<file path="config.mk">
export PLATFORM = sky130hd
export DESIGN_NAME = subframe_id_sync
export DESIGN_NICKNAME = d
export VERILOG_FILES = /design/src/rtl/sfid_pkg.sv /design/src/rtl/sfid_id_pick.sv /design/src/rtl/sfid_mod_inc.sv /design/src/rtl/sfid_frame_watch.sv /design/src/rtl/subframe_id_sync.sv
export SDC_FILE = /design/constraint.sdc
export NUM_CORES = 1
export LEC_CHECK = 0
export BUFFER_PORTS_ARGS = -buffer_cell sky130_fd_sc_hd__buf_4
export CAP_MARGIN = 0
export CELL_PAD_IN_SITES_DETAIL_PLACEMENT = 1
export CELL_PAD_IN_SITES_GLOBAL_PLACEMENT = 2
export CORE_MARGIN = 4
export CORE_UTILIZATION = 32
export CTS_CLUSTER_DIAMETER = 60
export DETAILED_ROUTE_END_ITERATION = 7
export PLACE_DENSITY = 0.88
export SETUP_SLACK_MARGIN = 0.1
export SLEW_MARGIN = 0
export SYNTH_ARGS = -nofsm -noshare
export SYNTH_HDL_FRONTEND = slang
export SYNTH_SLANG_ARGS = --single-unit
</file>
<file path="constraint.sdc">
create_clock -name clk -period 10.7 [get_ports clk]
set_clock_uncertainty 0.05 [all_clocks]
set_input_delay 2.14 -clock clk [delete_from_list [all_inputs] [get_ports clk]]
set_output_delay 2.14 -clock clk [all_outputs]
set_load 0.02 [all_outputs]
</file>
<file path="src/rtl/sfid_pkg.sv">
package sfid_pkg;
    typedef enum logic [1:0] {
        SF_SEARCH = 2'd0,
        SF_CHECK  = 2'd1,
        SF_LOCK   = 2'd2
    } sf_state_e;
endpackage

</file>
<file path="src/rtl/sfid_id_pick.sv">
// Selects the ID word of a frame and strips bits outside the counter mask.
module sfid_id_pick #(
    parameter int WORD_W = 12,
    parameter int IDX_W  = 8
) (
    input  logic              word_valid,
    input  logic [IDX_W-1:0]  word_idx,
    input  logic [WORD_W-1:0] word_data,
    input  logic [IDX_W-1:0]  cfg_id_pos,
    input  logic [WORD_W-1:0] cfg_id_mask,
    output logic              capture,
    output logic [WORD_W-1:0] id_value
);
    always_comb begin
        capture  = word_valid && (word_idx == cfg_id_pos);
        id_value = word_data & cfg_id_mask;
    end
endmodule

</file>
<file path="src/rtl/sfid_mod_inc.sv">
// Increment modulo a run-time count.
module sfid_mod_inc #(
    parameter int W = 6
) (
    input  logic [W-1:0] value,
    input  logic [W-1:0] count,
    output logic [W-1:0] next
);
    always_comb begin
        if (value == count - W'(1))
            next = '0;
        else
            next = value + W'(1);
    end
endmodule

</file>
<file path="src/rtl/sfid_frame_watch.sv">
// Flags a frame boundary that closes a frame without an ID word.
module sfid_frame_watch (
    input  logic clk,
    input  logic rst_n,
    input  logic frame_locked,
    input  logic word_valid,
    input  logic frame_start,
    input  logic capture,
    output logic missing
);
    typedef struct packed {
        logic started;
        logic seen;
    } watch_t;

    watch_t watch_d, watch_q;

    always_comb begin
        watch_d = watch_q;
        if (!frame_locked) begin
            watch_d = '0;
        end else if (word_valid && frame_start) begin
            watch_d.started = 1'b1;
            watch_d.seen    = capture;
        end else if (capture) begin
            watch_d.seen = 1'b1;
        end
        missing = frame_locked && word_valid && frame_start &&
                  watch_q.started && !watch_q.seen && !capture;
    end

    always_ff @(posedge clk) begin
        if (!rst_n)
            watch_q <= '0;
        else
            watch_q <= watch_d;
    end
endmodule

</file>
<file path="src/rtl/subframe_id_sync.sv">
module subframe_id_sync
    import sfid_pkg::*;
#(
    parameter int WORD_W    = 12,
    parameter int IDX_W     = 8,
    parameter int SUB_W     = 6,
    parameter int LOCK_RUN  = 3,
    parameter int LOSS_BAD  = 3
) (
    input  logic              clk,
    input  logic              rst_n,
    input  logic              frame_locked,
    input  logic              word_valid,
    input  logic              frame_start,
    input  logic [IDX_W-1:0]  word_idx,
    input  logic [WORD_W-1:0] word_data,
    input  logic [IDX_W-1:0]  cfg_id_pos,
    input  logic [WORD_W-1:0] cfg_id_mask,
    input  logic [SUB_W-1:0]  cfg_sub_count,
    output logic              sub_locked,
    output logic [1:0]        sync_state,
    output logic [SUB_W-1:0]  sub_num
);
    localparam int RUN_W = $clog2(LOCK_RUN + 1);
    localparam int BAD_W = $clog2(LOSS_BAD + 1);

    typedef struct packed {
        sf_state_e          state;
        logic [RUN_W-1:0]   run;
        logic [SUB_W-1:0]   prev;
        logic [SUB_W-1:0]   sub;
        logic [BAD_W-1:0]   bad;
    } core_t;

    core_t core_d, core_q;

    logic              capture;
    logic              missing;
    logic [WORD_W-1:0] id_value;
    logic [SUB_W-1:0]  id_sub;
    logic              in_range;
    logic [SUB_W-1:0]  prev_next;
    logic [SUB_W-1:0]  sub_next;
    logic              id_good;

    sfid_id_pick #(.WORD_W(WORD_W), .IDX_W(IDX_W)) u_pick (
        .word_valid (word_valid),
        .word_idx   (word_idx),
        .word_data  (word_data),
        .cfg_id_pos (cfg_id_pos),
        .cfg_id_mask(cfg_id_mask),
        .capture    (capture),
        .id_value   (id_value)
    );

    sfid_frame_watch u_watch (
        .clk         (clk),
        .rst_n       (rst_n),
        .frame_locked(frame_locked),
        .word_valid  (word_valid),
        .frame_start (frame_start),
        .capture     (capture),
        .missing     (missing)
    );

    sfid_mod_inc #(.W(SUB_W)) u_prev_inc (
        .value(core_q.prev),
        .count(cfg_sub_count),
        .next (prev_next)
    );

    sfid_mod_inc #(.W(SUB_W)) u_sub_inc (
        .value(core_q.sub),
        .count(cfg_sub_count),
        .next (sub_next)
    );

    always_comb begin
        in_range = id_value < WORD_W'(cfg_sub_count);
        id_sub   = id_value[SUB_W-1:0];
        id_good  = capture && in_range && (id_sub == sub_next);

        core_d = core_q;
        if (!frame_locked) begin
            core_d.state = SF_SEARCH;
            core_d.run   = '0;
            core_d.bad   = '0;
        end else if (capture || missing) begin
            unique case (core_q.state)
                SF_SEARCH: begin
                    if (missing || !in_range) begin
                        core_d.run = '0;
                    end else if (core_q.run == '0) begin
                        core_d.run  = RUN_W'(1);
                        core_d.prev = id_sub;
                    end else if (id_sub == prev_next) begin
                        if (core_q.run >= RUN_W'(LOCK_RUN - 1)) begin
                            core_d.state = SF_LOCK;
                            core_d.sub   = id_sub;
                            core_d.run   = '0;
                            core_d.bad   = '0;
                        end else begin
                            core_d.run  = core_q.run + RUN_W'(1);
                            core_d.prev = id_sub;
                        end
                    end else begin
                        core_d.run  = RUN_W'(1);
                        core_d.prev = id_sub;
                    end
                end
                SF_LOCK: begin
                    core_d.sub = sub_next;
                    if (!id_good) begin
                        core_d.state = SF_CHECK;
                        core_d.bad   = BAD_W'(1);
                    end
                end
                SF_CHECK: begin
                    core_d.sub = sub_next;
                    if (id_good) begin
                        core_d.state = SF_LOCK;
                        core_d.bad   = '0;
                    end else if (core_q.bad >= BAD_W'(LOSS_BAD - 1)) begin
                        core_d.state = SF_SEARCH;
                        core_d.bad   = '0;
                        core_d.run   = '0;
                    end else begin
                        core_d.bad = core_q.bad + BAD_W'(1);
                    end
                end
                default: core_d.state = SF_SEARCH;
            endcase
        end
    end

    always_ff @(posedge clk) begin
        if (!rst_n) begin
            core_q.state <= SF_SEARCH;
            core_q.run   <= '0;
            core_q.prev  <= '0;
            core_q.sub   <= '0;
            core_q.bad   <= '0;
        end else begin
            core_q <= core_d;
        end
    end

    assign sync_state = core_q.state;
    assign sub_locked = (core_q.state == SF_LOCK) || (core_q.state == SF_CHECK);
    assign sub_num    = core_q.sub;
endmodule

</file>
Word level (Yosys, flattened, before mapping)
Cells that the tools add are included.
{ "totals": {"ff_bits": 20, "output_inout_bits": 9, "in_bits": 51, "word_cells": 85} }
{ "op_classes": {"n_reduce_logical": 26, "n_eq_ne": 16, "bitwise": 2, "n_addsub": 5, "muxes": 26, "magnitude_cmp": 3} }
{ "op_table": {"columns": ["operator", "n"], "rows": [
  ["2-to-1 mux 8 bit", 6],
  ["== test 6 bit", 4],
  ["case mux 8 bit (3 select lines)", 1],
  ["2-to-1 mux 2 bit", 11],
  ["AND reduction 7 bit", 3],
  ["2-to-1 mux 6 bit", 3],
  ["!= test 2 bit, second input constant", 7],
  ["adder 6 x 1 -> 6 bit, second input constant", 2],
  ["AND 12 bit", 1],
  ["less-than comparator 12 x 6 -> 1 bit", 1],
  ["logical AND 1 bit", 9],
  ["== test 8 bit", 1],
  ["!= test 3 bit, second input constant", 2],
  ["case mux 2 bit (3 select lines)", 1],
  ["subtractor 6 x 1 -> 6 bit, second input constant", 1],
  ["AND reduction 5 bit", 1],
  ["adder 2 x 1 -> 2 bit, second input constant", 2],
  ["greater-or-equal comparator 2 bit, second input constant", 2],
  ["logical NOT 2 bit", 2],
  ["2-to-1 mux 4 bit", 1],
  ["case mux 2 bit (2 select lines)", 1],
  ["AND reduction 4 bit", 1],
  ["nonzero test 2 bit", 2],
  ["logical NOT 1 bit", 3],
  ["other kinds (7)", 10]
]} }

Depth between registers and ports, before layout
Gate-level depths: netlist of the first run.
{ "depth": {"ltp_word": 8, "mapped_depth": 13} }

By module
A second synthesis of the first run with hierarchy kept.
{ "hier_totals": {"hier_cells": 266, "hier_area_um2": 2213.4} }
{ "modules_own_cells": {"columns": ["mod", "area_per_inst_um2", "n_inst", "cells_per_inst", "seq_area_each_um2"], "rows": [
  ["subframe_id_sync", 1387.6, 1, 153, 360.3],
  ["sfid_mod_inc (u_sub_inc)", 287.8, 1, 39, 0.0],
  ["sfid_mod_inc (u_prev_inc)", 285.3, 1, 39, 0.0],
  ["sfid_id_pick", 170.2, 1, 24, 0.0],
  ["sfid_frame_watch", 82.6, 1, 11, 40.0]
]} }

Worst setup path before layout of the first run
No wires, ideal clock.
{ "synth_path": {"path_kind": "input-to-reg", "from": "input port cfg_sub_count[1]", "to": "register core_q (netlist bit sync_state[1])", "t_required_ps": 10580, "stages": 9, "slack_ps": 5561, "setup_time_ps": 70, "arrival_ps": 5019, "cell_sequence": "or4_4 or3_4 a2111oi_4 a21oi_1 o32ai_1 o211ai_1 a221o_1 or4_1 a21oi_1"} }
{ "synth_between": {"elab_chain_cells": 7, "elab_cells_between_ends": 19} }
{ "synth_lines": {"columns": ["element", "line_no", "source"], "rows": [
  ["start: declaration", "subframe_id_sync.sv:19", "input logic [SUB_W-1:0] cfg_sub_count,"],
  ["subtractor 6 x 1 -> 6 bit", "sfid_mod_inc.sv:10", "if (value == count - W'(1))"],
  ["== test 6 bit", "sfid_mod_inc.sv:10", null],
  ["2-to-1 mux 6 bit", "sfid_mod_inc.sv:10", null],
  ["== test 6 bit", "subframe_id_sync.sv:81", "id_good = capture && in_range && (id_sub == sub_next);"],
  ["logical AND 1 bit", "subframe_id_sync.sv:81", null],
  ["!= test 3 bit (no source line) (tied with other cells)", null, null],
  ["AND reduction 7 bit (no source line) / case mux 2 bit (3 select lines) (equally long branches)", null, null],
  ["end signal: assignment", "subframe_id_sync.sv:144", "core_q <= core_d;"],
  ["end: declaration", "subframe_id_sync.sv:35", "core_t core_d, core_q;"]
]} }
Parallel ways exist; a longest one is shown, timed or not.
A chain may end at the register's enable or synchronous reset.

Final worst setup path of the first run
{ "layout_path": {"from": "input port cfg_sub_count[0]", "to": "register core_q (netlist bit sub_num[4])"} }
{ "layout_between": {"elab_chain_cells": 6, "elab_cells_between_ends": 13} }
{ "layout_lines": {"columns": ["element", "line_no", "source"], "rows": [
  ["subtractor 6 x 1 -> 6 bit", "sfid_mod_inc.sv:10", null],
  ["== test 6 bit", "sfid_mod_inc.sv:10", null],
  ["2-to-1 mux 6 bit", "sfid_mod_inc.sv:10", null],
  ["== test 6 bit", "subframe_id_sync.sv:96", "end else if (id_sub == prev_next) begin"],
  ["!= test 2 bit (no source line)", null, null],
  ["AND reduction 7 bit (no source line)", null, null]
]} }
Parallel ways exist; a longest one is shown, timed or not.

==> impl_metrics.json, run 1 <==
{
  "yosysUniqueCellTypes": 51,
  "ys_ff_latch": 20,
  "reg2reg_from": "core_q[13]",
  "yosys_warnings": 0,
  "antenna_found_initial": 0,
  "synthTopCellsByArea": "dfxtp_1 (19%), xnor2_1 (8.6%), ha_1 (7.6%)",
  "status": "complete, no violations",
  "drive_gt1_frac": 0.2188,
  "worst_slew_pin_slew_ns": 0.8125,
  "synth_flop_cell": "dfxtp_1",
  "worstPathMaxFanout": 12,
  "max_slew_margin": 0.4583,
  "initial_core_util": 0.3347,
  "post-cts-setup-buffers": 0,
  "insertion_delay_ns": 0.26,
  "min_to": "u_watch.watch_q[1]",
  "utilization": 0.4117,
  "post_synth.cell_area_avg_um2": 7.874,
  "maxSlewViolCount": 0,
  "vdd_ir_drop_max_v": 0.00004566,
  "vias_per_cell": 5.516,
  "detail_route.wl_per_cell_um": 16.59,
  "clock_path_buffers": 2,
  "r2r_slack_ns": 7.34,
  "hp-class": "reg2reg",
  "wl_mm": 6.587,
  "required_ns": 10.80,
  "setup-tns-final_ns": 0,
  "area_growth_pct": 22.99,
  "synth_top_area_frac": 0.1863,
  "htree_levels": 1,
  "dp_hpwl_mm": 5.412,
  "crit_path_start_kind": "input port",
  "cp.arrival_ns": 5.56,
  "placed_area_mm2": 0.002603,
  "fmax_mhz": 183.4,
  "min_from": "u_watch.watch_q[1]",
  "diodes": 0,
  "maxCapViolCount": 0,
  "drt_iter0_markers": 95,
  "synthArstFlopShare": 0,
  "nets": 386,
  "synth_area_mm2": 0.002150,
  "grt_pass1_wl_mm": 11.18,
  "cts.reportedPaths.clkPinSlew_ns": 0.07,
  "fp.dieW_um": 89.96,
  "layout_worst_path_cycle_share": 0.5097,
  "fin_area_mm2": 0.002644,
  "ant_nets": 0,
  "cts_buffers": 3,
  "critical_path.max_stage_delay_ns": 0.71,
  "gp_congestion": 0.7651,
  "hold_path_depth": 2,
  "dr.pass1.iters": 4,
  "core_region_area_mm2": 0.006422,
  "crit_path_cell_trace": "buf_4 > or4_4 > or3_4 > a2111oi_4 > a21oi_1 > o32ai_1 > o2111ai_1 > a21oi_1 > o21ai_0 > a31o_2",
  "synth_edf_count": 0,
  "synth_cells": 273,
  "grt_max_degree": 17,
  "rows": 29,
  "total_power_uw": 169.8,
  "yosysSeqAreaShare": 0.1863,
  "cp_common_cell": "a21oi_1",
  "yosysTopAreaCell": "dfxtp_1",
  "r2r-end": "sub_num[4]",
  "post_cts_resized": 0,
  "grt_pass1_vias": 2282,
  "die_height_um": 89.96,
  "ctsHoldBuffers": 0,
  "finalSetupViolations": 0,
  "end_kind": "register",
  "rsz0062_at_grt": "no",
  "rr_worst_depth": 9,
  "die-area_mm2": 0.008093,
  "hold_viol_final": 0,
  "grt.total_usage": 0.1632,
  "ios": 60,
  "grt.overflow.total": 0,
  "port_buffers": 59,
  "cts_tree": "built",
  "fin_crit_ns": 5.454,
  "syn_nets": 337,
  "cts_root_buffer": "clkbuf_8",
  "num_vias": 2190,
  "cpMaxStageDelayCell": "a21oi_1",
  "power.density_mw_per_mm2": 64.24,
  "cts_sinks": 20,
  "path_class": "in2reg",
  "leakagePower_nw": 1.207,
  "drc_errors": 0
}
-- synth_stat cells, drive strengths merged (2+ instances only) --
| master | count |
|---|---|
| a211oi | 2 |
| a21o | 2 |
| a21oi | 9 |
| a22oi | 2 |
| a31o | 2 |
| a31oi | 4 |
| and2 | 5 |
| and3 | 5 |
| buf | 10 |
| clkbuf | 5 |
| dfxtp | 20 |
| ha | 13 |
| inv | 25 |
| mux2i | 10 |
| nand2 | 21 |
| nand2b | 2 |
| nand3 | 11 |
| nand4 | 3 |
| nor2 | 12 |
| nor2b | 9 |
| nor3 | 11 |
| nor4 | 3 |
| o2111ai | 3 |
| o211a | 6 |
| o211ai | 4 |
| o21ai | 7 |
| o221ai | 4 |
| o22ai | 2 |
| o31ai | 2 |
| o32ai | 5 |
| or3 | 2 |
| or4 | 5 |
| xnor2 | 21 |
| xor2 | 14 |
-- power by group --
part	switching, mW	internal [mW]	leakage [nW]
combinational	0.0230	0.0235	1.02
sequential	0.0000772	0.0745	0.161
clock	0.0237	0.0251	0.0216
total	0.0467	0.123	1.21
-- final cells by class --
type,instances,area (µm²)
Inverter,25,93.84
Sequential cell,20,400.4
Fill cell,788,3779
Tap cell,77,96.34
Timing Repair Buffer,59,442.9
Multi-Input combinational cell,213,1569
Clock buffer,3,41.29
-- worst max-delay path by stage --
stage,from,end,slack (ns),depth (start not counted)
finish,cfg_sub_count[0],sub_num[4],5.25,10
global route,cfg_sub_count[0],sub_num[2],4.93,10
CTS,cfg_sub_count[0],sub_num[4],5.26,10
detailed placement,cfg_sub_count[0],sub_num[4],4.99,10
global placement,cfg_sub_count[0],sub_num[4],5.15,10
floorplan,cfg_sub_count[1],sync_state[1],5.56,9
-- through the flow --
step / hold slack [ns] / setup slack, ns / std cells
after floorplan: 0.3866 / 5.561 / 273
after CTS: 0.4315 / 5.262 / 397
after global placement: 0.4063 / 5.151 / 394
after detailed placement: 0.4113 / 4.992 / 394
final: 0.4291 / 5.246 / 397
after global routing: 0.4565 / 4.927 / 397
-- worst max-delay path: cells and delay by family --
kind / cells / cell delay (ns)
AO/OA/AOI/OAI: 7 / 2.36
buffers and inverters: 1 / 0.14
AND/OR/NAND/NOR: 2 / 0.92
-- cells in the final DEF (no fill, tap or decap), types with 2 or more instances in the layout --
cell       instances
or4_1              4
o22ai_1            2
dfxtp_1           20
o32ai_1            5
o221ai_1           4
buf_4             59
o21ai_0            7
nor2_1            12
xor2_1            14
mux2i_1           10
clkbuf_8           3
o211a_1            6
nand3_1           11
and3_1             5
a21o_1             2
a31oi_1            4
nand2b_1           2
and2_1             4
a21oi_1            9
xnor2_1           21
inv_1             25
nor4_1             3
nand4_1            3
o2111ai_1          2
nor3_1            11
o31ai_1            2
a31o_2             2
nand2_1           21
nor2b_1            9
a22oi_1            2
o211ai_1           4
ha_1              13
a211oi_1           2
-- registers in the layout, indices dropped and copies added, names as in the netlist --
name and cells:
u_watch.watch_q 2, core_q 10, sync_state 2, sub_num 6
-- cells by family after synthesis --
group,count (synthesis),share of synthesized area
simple gates,91,0.2224
compound gates,63,0.2322
buf+inv,40,0.08382
xor+xnor,36,0.1531
flops,20,0.1863
fa+ha+maj,13,0.07567
mux,10,0.04657
-- metal layers --
| layer | track usage | share of wire | up-vias |
|---|---|---|---|
| li1 | - | - | 1081 |
| met1 | 0.2169 | 0.45 | 1054 |
| met2 | 0.2832 | 0.50 | 46 |
| met3 | 0.02337 | 0.043 | 9 |
| met4 | 0.03061 | 0.010 | 0 |
| met5 | 0 | 0 | - |
Power figures use the tool's default switching activity.
==> run 2: changes to the inputs <==
--- a/config.mk
+++ b/config.mk
@@ -10,10 +10,10 @@
 export CELL_PAD_IN_SITES_DETAIL_PLACEMENT = 1
 export CELL_PAD_IN_SITES_GLOBAL_PLACEMENT = 2
 export CORE_MARGIN = 4
-export CORE_UTILIZATION = 32
+export CORE_UTILIZATION = 30
 export CTS_CLUSTER_DIAMETER = 60
 export DETAILED_ROUTE_END_ITERATION = 7
-export PLACE_DENSITY = 0.88
+export PLACE_DENSITY = 0.83
 export SETUP_SLACK_MARGIN = 0.1
 export SLEW_MARGIN = 0
 export SYNTH_ARGS = -nofsm -noshare
==> constraint.sdc (replaced) <==
create_clock -name clk -period 5.2 [get_ports clk]
set_clock_uncertainty 0.05 [all_clocks]
set_input_delay 1.04 -clock clk [delete_from_list [all_inputs] [get_ports clk]]
set_output_delay 1.04 -clock clk [all_outputs]
set_load 0.02 [all_outputs]
==> run 2 against run 1 <==
Compared with the run above:
- sequential power is 110% higher
- final area is 2.3% higher
- sequential share of layout area is 0.34 points lower
- highest routed layer unchanged
- first-iteration DRC count is 20% lower
- power is 140% higher
- clock-buffer cell count stayed put
- worst setup slack worse by 4.2 ns
==> impl_metrics.json, run 2 (same netlist as run 1, synthesis figures left out) <==
{
  "crit_family": "compound AO/OA/AOI/OAI gates",
  "hold_ws_ns": 0.4373,
  "mostFrequentLayoutCell": "buf_4",
  "cts_tree": "built",
  "largest_reg_flops": 10,
  "nFillCells": 856,
  "worst_slew_pin_slew_ns": 0.6528,
  "final_cell_mix": "buf_4 (60), inv_1 (25), nand2_1 (21), xnor2_1 (21), dfxtp_1 (20)",
  "finalSetupViolations": 0,
  "fin_crit_ns": 4.163,
  "cts_root_buffer": "clkbuf_8",
  "gp_congestion": 0.8048,
  "cts.reportedPaths.clkPinSlew_ns": 0.09,
  "critical_path.max_stage_delay_ns": 0.52,
  "drt_iter0_markers": 76,
  "register_area_um2": 400.4,
  "clock_path_buffers": 2,
  "ant_nets": 0,
  "cp_common_cell": "a21oi_1",
  "required_ns": 5.35,
  "maxCapViolCount": 0,
  "setup-tns-final_ns": 0,
  "port_buffers": 59,
  "ctsHoldBuffers": 0,
  "detail_route.wl_per_cell_um": 15.91,
  "initial_core_util": 0.3129,
  "fp.dieW_um": 92.65,
  "cp.arrival_ns": 4.32,
  "ios": 60,
  "max_slew_margin": 0.5615,
  "core_region_area_mm2": 0.006869,
  "end_kind": "register",
  "layout_worst_path_cycle_share": 0.8007,
  "place_ws_ns": 0.7783,
  "total_power_uw": 409.1,
  "antenna_found_initial": 0,
  "vias_per_cell": 5.225,
  "top_register": "core_q",
  "worst_slack_ns": 1.037,
  "fmax_mhz": 240.2,
  "worstPathMaxFanout": 6,
  "maxSlewViolCount": 0,
  "leakagePower_nw": 1.227,
  "status": "complete, no violations",
  "die_height_um": 92.65,
  "drive_gt1_frac": 0.2236,
  "dp_hpwl_mm": 5.554,
  "num_vias": 2184,
  "wl_mm": 6.651,
  "rsz0062_at_grt": "no",
  "grt_pass1_wl_mm": 10.91,
  "grt_max_degree": 17,
  "drc_errors": 0,
  "finalNonFillerCells": 418,
  "area_growth_pct": 25.84,
  "hp-class": "reg2reg",
  "worst-path-buf-inv": 1,
  "rows": 30,
  "htree_levels": 1,
  "power.density_mw_per_mm2": 151.2,
  "nets": 387,
  "cts_buffers": 3,
  "crit_path_start_kind": "input port",
  "crit_path_cell_trace": "buf_4 > or4_4 > or3_4 > a2111oi_4 > a21oi_1 > o32ai_1 > o211ai_1 > a221o_1 > or4_1 > a21oi_1",
  "path_class": "in2reg",
  "insertion_delay_ns": 0.27,
  "post-cts-setup-buffers": 0,
  "grt.total_usage": 0.1554,
  "die-area_mm2": 0.008583,
  "multi_input_area_mm2": 0.001569,
  "diodes": 0,
  "dr.pass1.iters": 4,
  "dp_cells": 414,
  "post_cts_resized": 0,
  "cts_sinks": 20,
  "grt.overflow.total": 0,
  "cpMaxStageDelayCell": "or4_4",
  "hold_viol_final": 0,
  "vdd_ir_drop_max_v": 0.00008678,
  "grt_pass1_vias": 2327
}
-- run 2: metal layers --
layer / GRT usage / vias up / wire length (µm)
li1: - / 1085 / -
met1: 0.1809 / 1044 / 2900
met2: 0.2949 / 45 / 3406
met3: 0.01950 / 10 / 241
met4: 0.04396 / 0 / 103
met5: 0 / - / 0
-- run 2: stage by stage --
step | area, µm² | util
final | 2705 | 0.3938
after global routing | 2705 | 0.3938
after CTS | 2705 | 0.3938
after detailed placement | 2634 | 0.3834
after global placement | 2634 | 0.3834
after floorplan | 2150 | -
-- run 2: cell type report --
cell class	count	area share
Multi-Input combinational cell	213	0.5800
Tap cell	96	0.04440
Clock buffer	3	0.01526
Sequential cell	20	0.1480
Timing Repair Buffer	60	0.1665
Inverter	25	0.03469
Clock inverter	1	0.01110
-- run 2: worst min-delay path, cell delays in order (launching register included) --
cell,delay [ns]
dfxtp_1,0.34
a21oi_1,0.05
nor2_1,0.07
-- run 2: final timing paths --
path                                         start                  to  slack [ns]  cells past startpoint
worst max-delay path              cfg_sub_count[0]       sync_state[1]        1.04                     10
worst max register to register          sub_num[0]       sync_state[1]        1.83                     10
worst min register to register  u_watch.watch_q[1]  u_watch.watch_q[1]        0.44                      2
worst min-delay path            u_watch.watch_q[1]  u_watch.watch_q[1]        0.44                      2
-- run 2: power breakdown --
part	total (mW)	switching, mW	internal (mW)
Sequential	0.153	0.000152	0.153
Combinational	0.0944	0.0459	0.0484
Clock	0.161	0.0584	0.103
Total	0.409	0.104	0.305
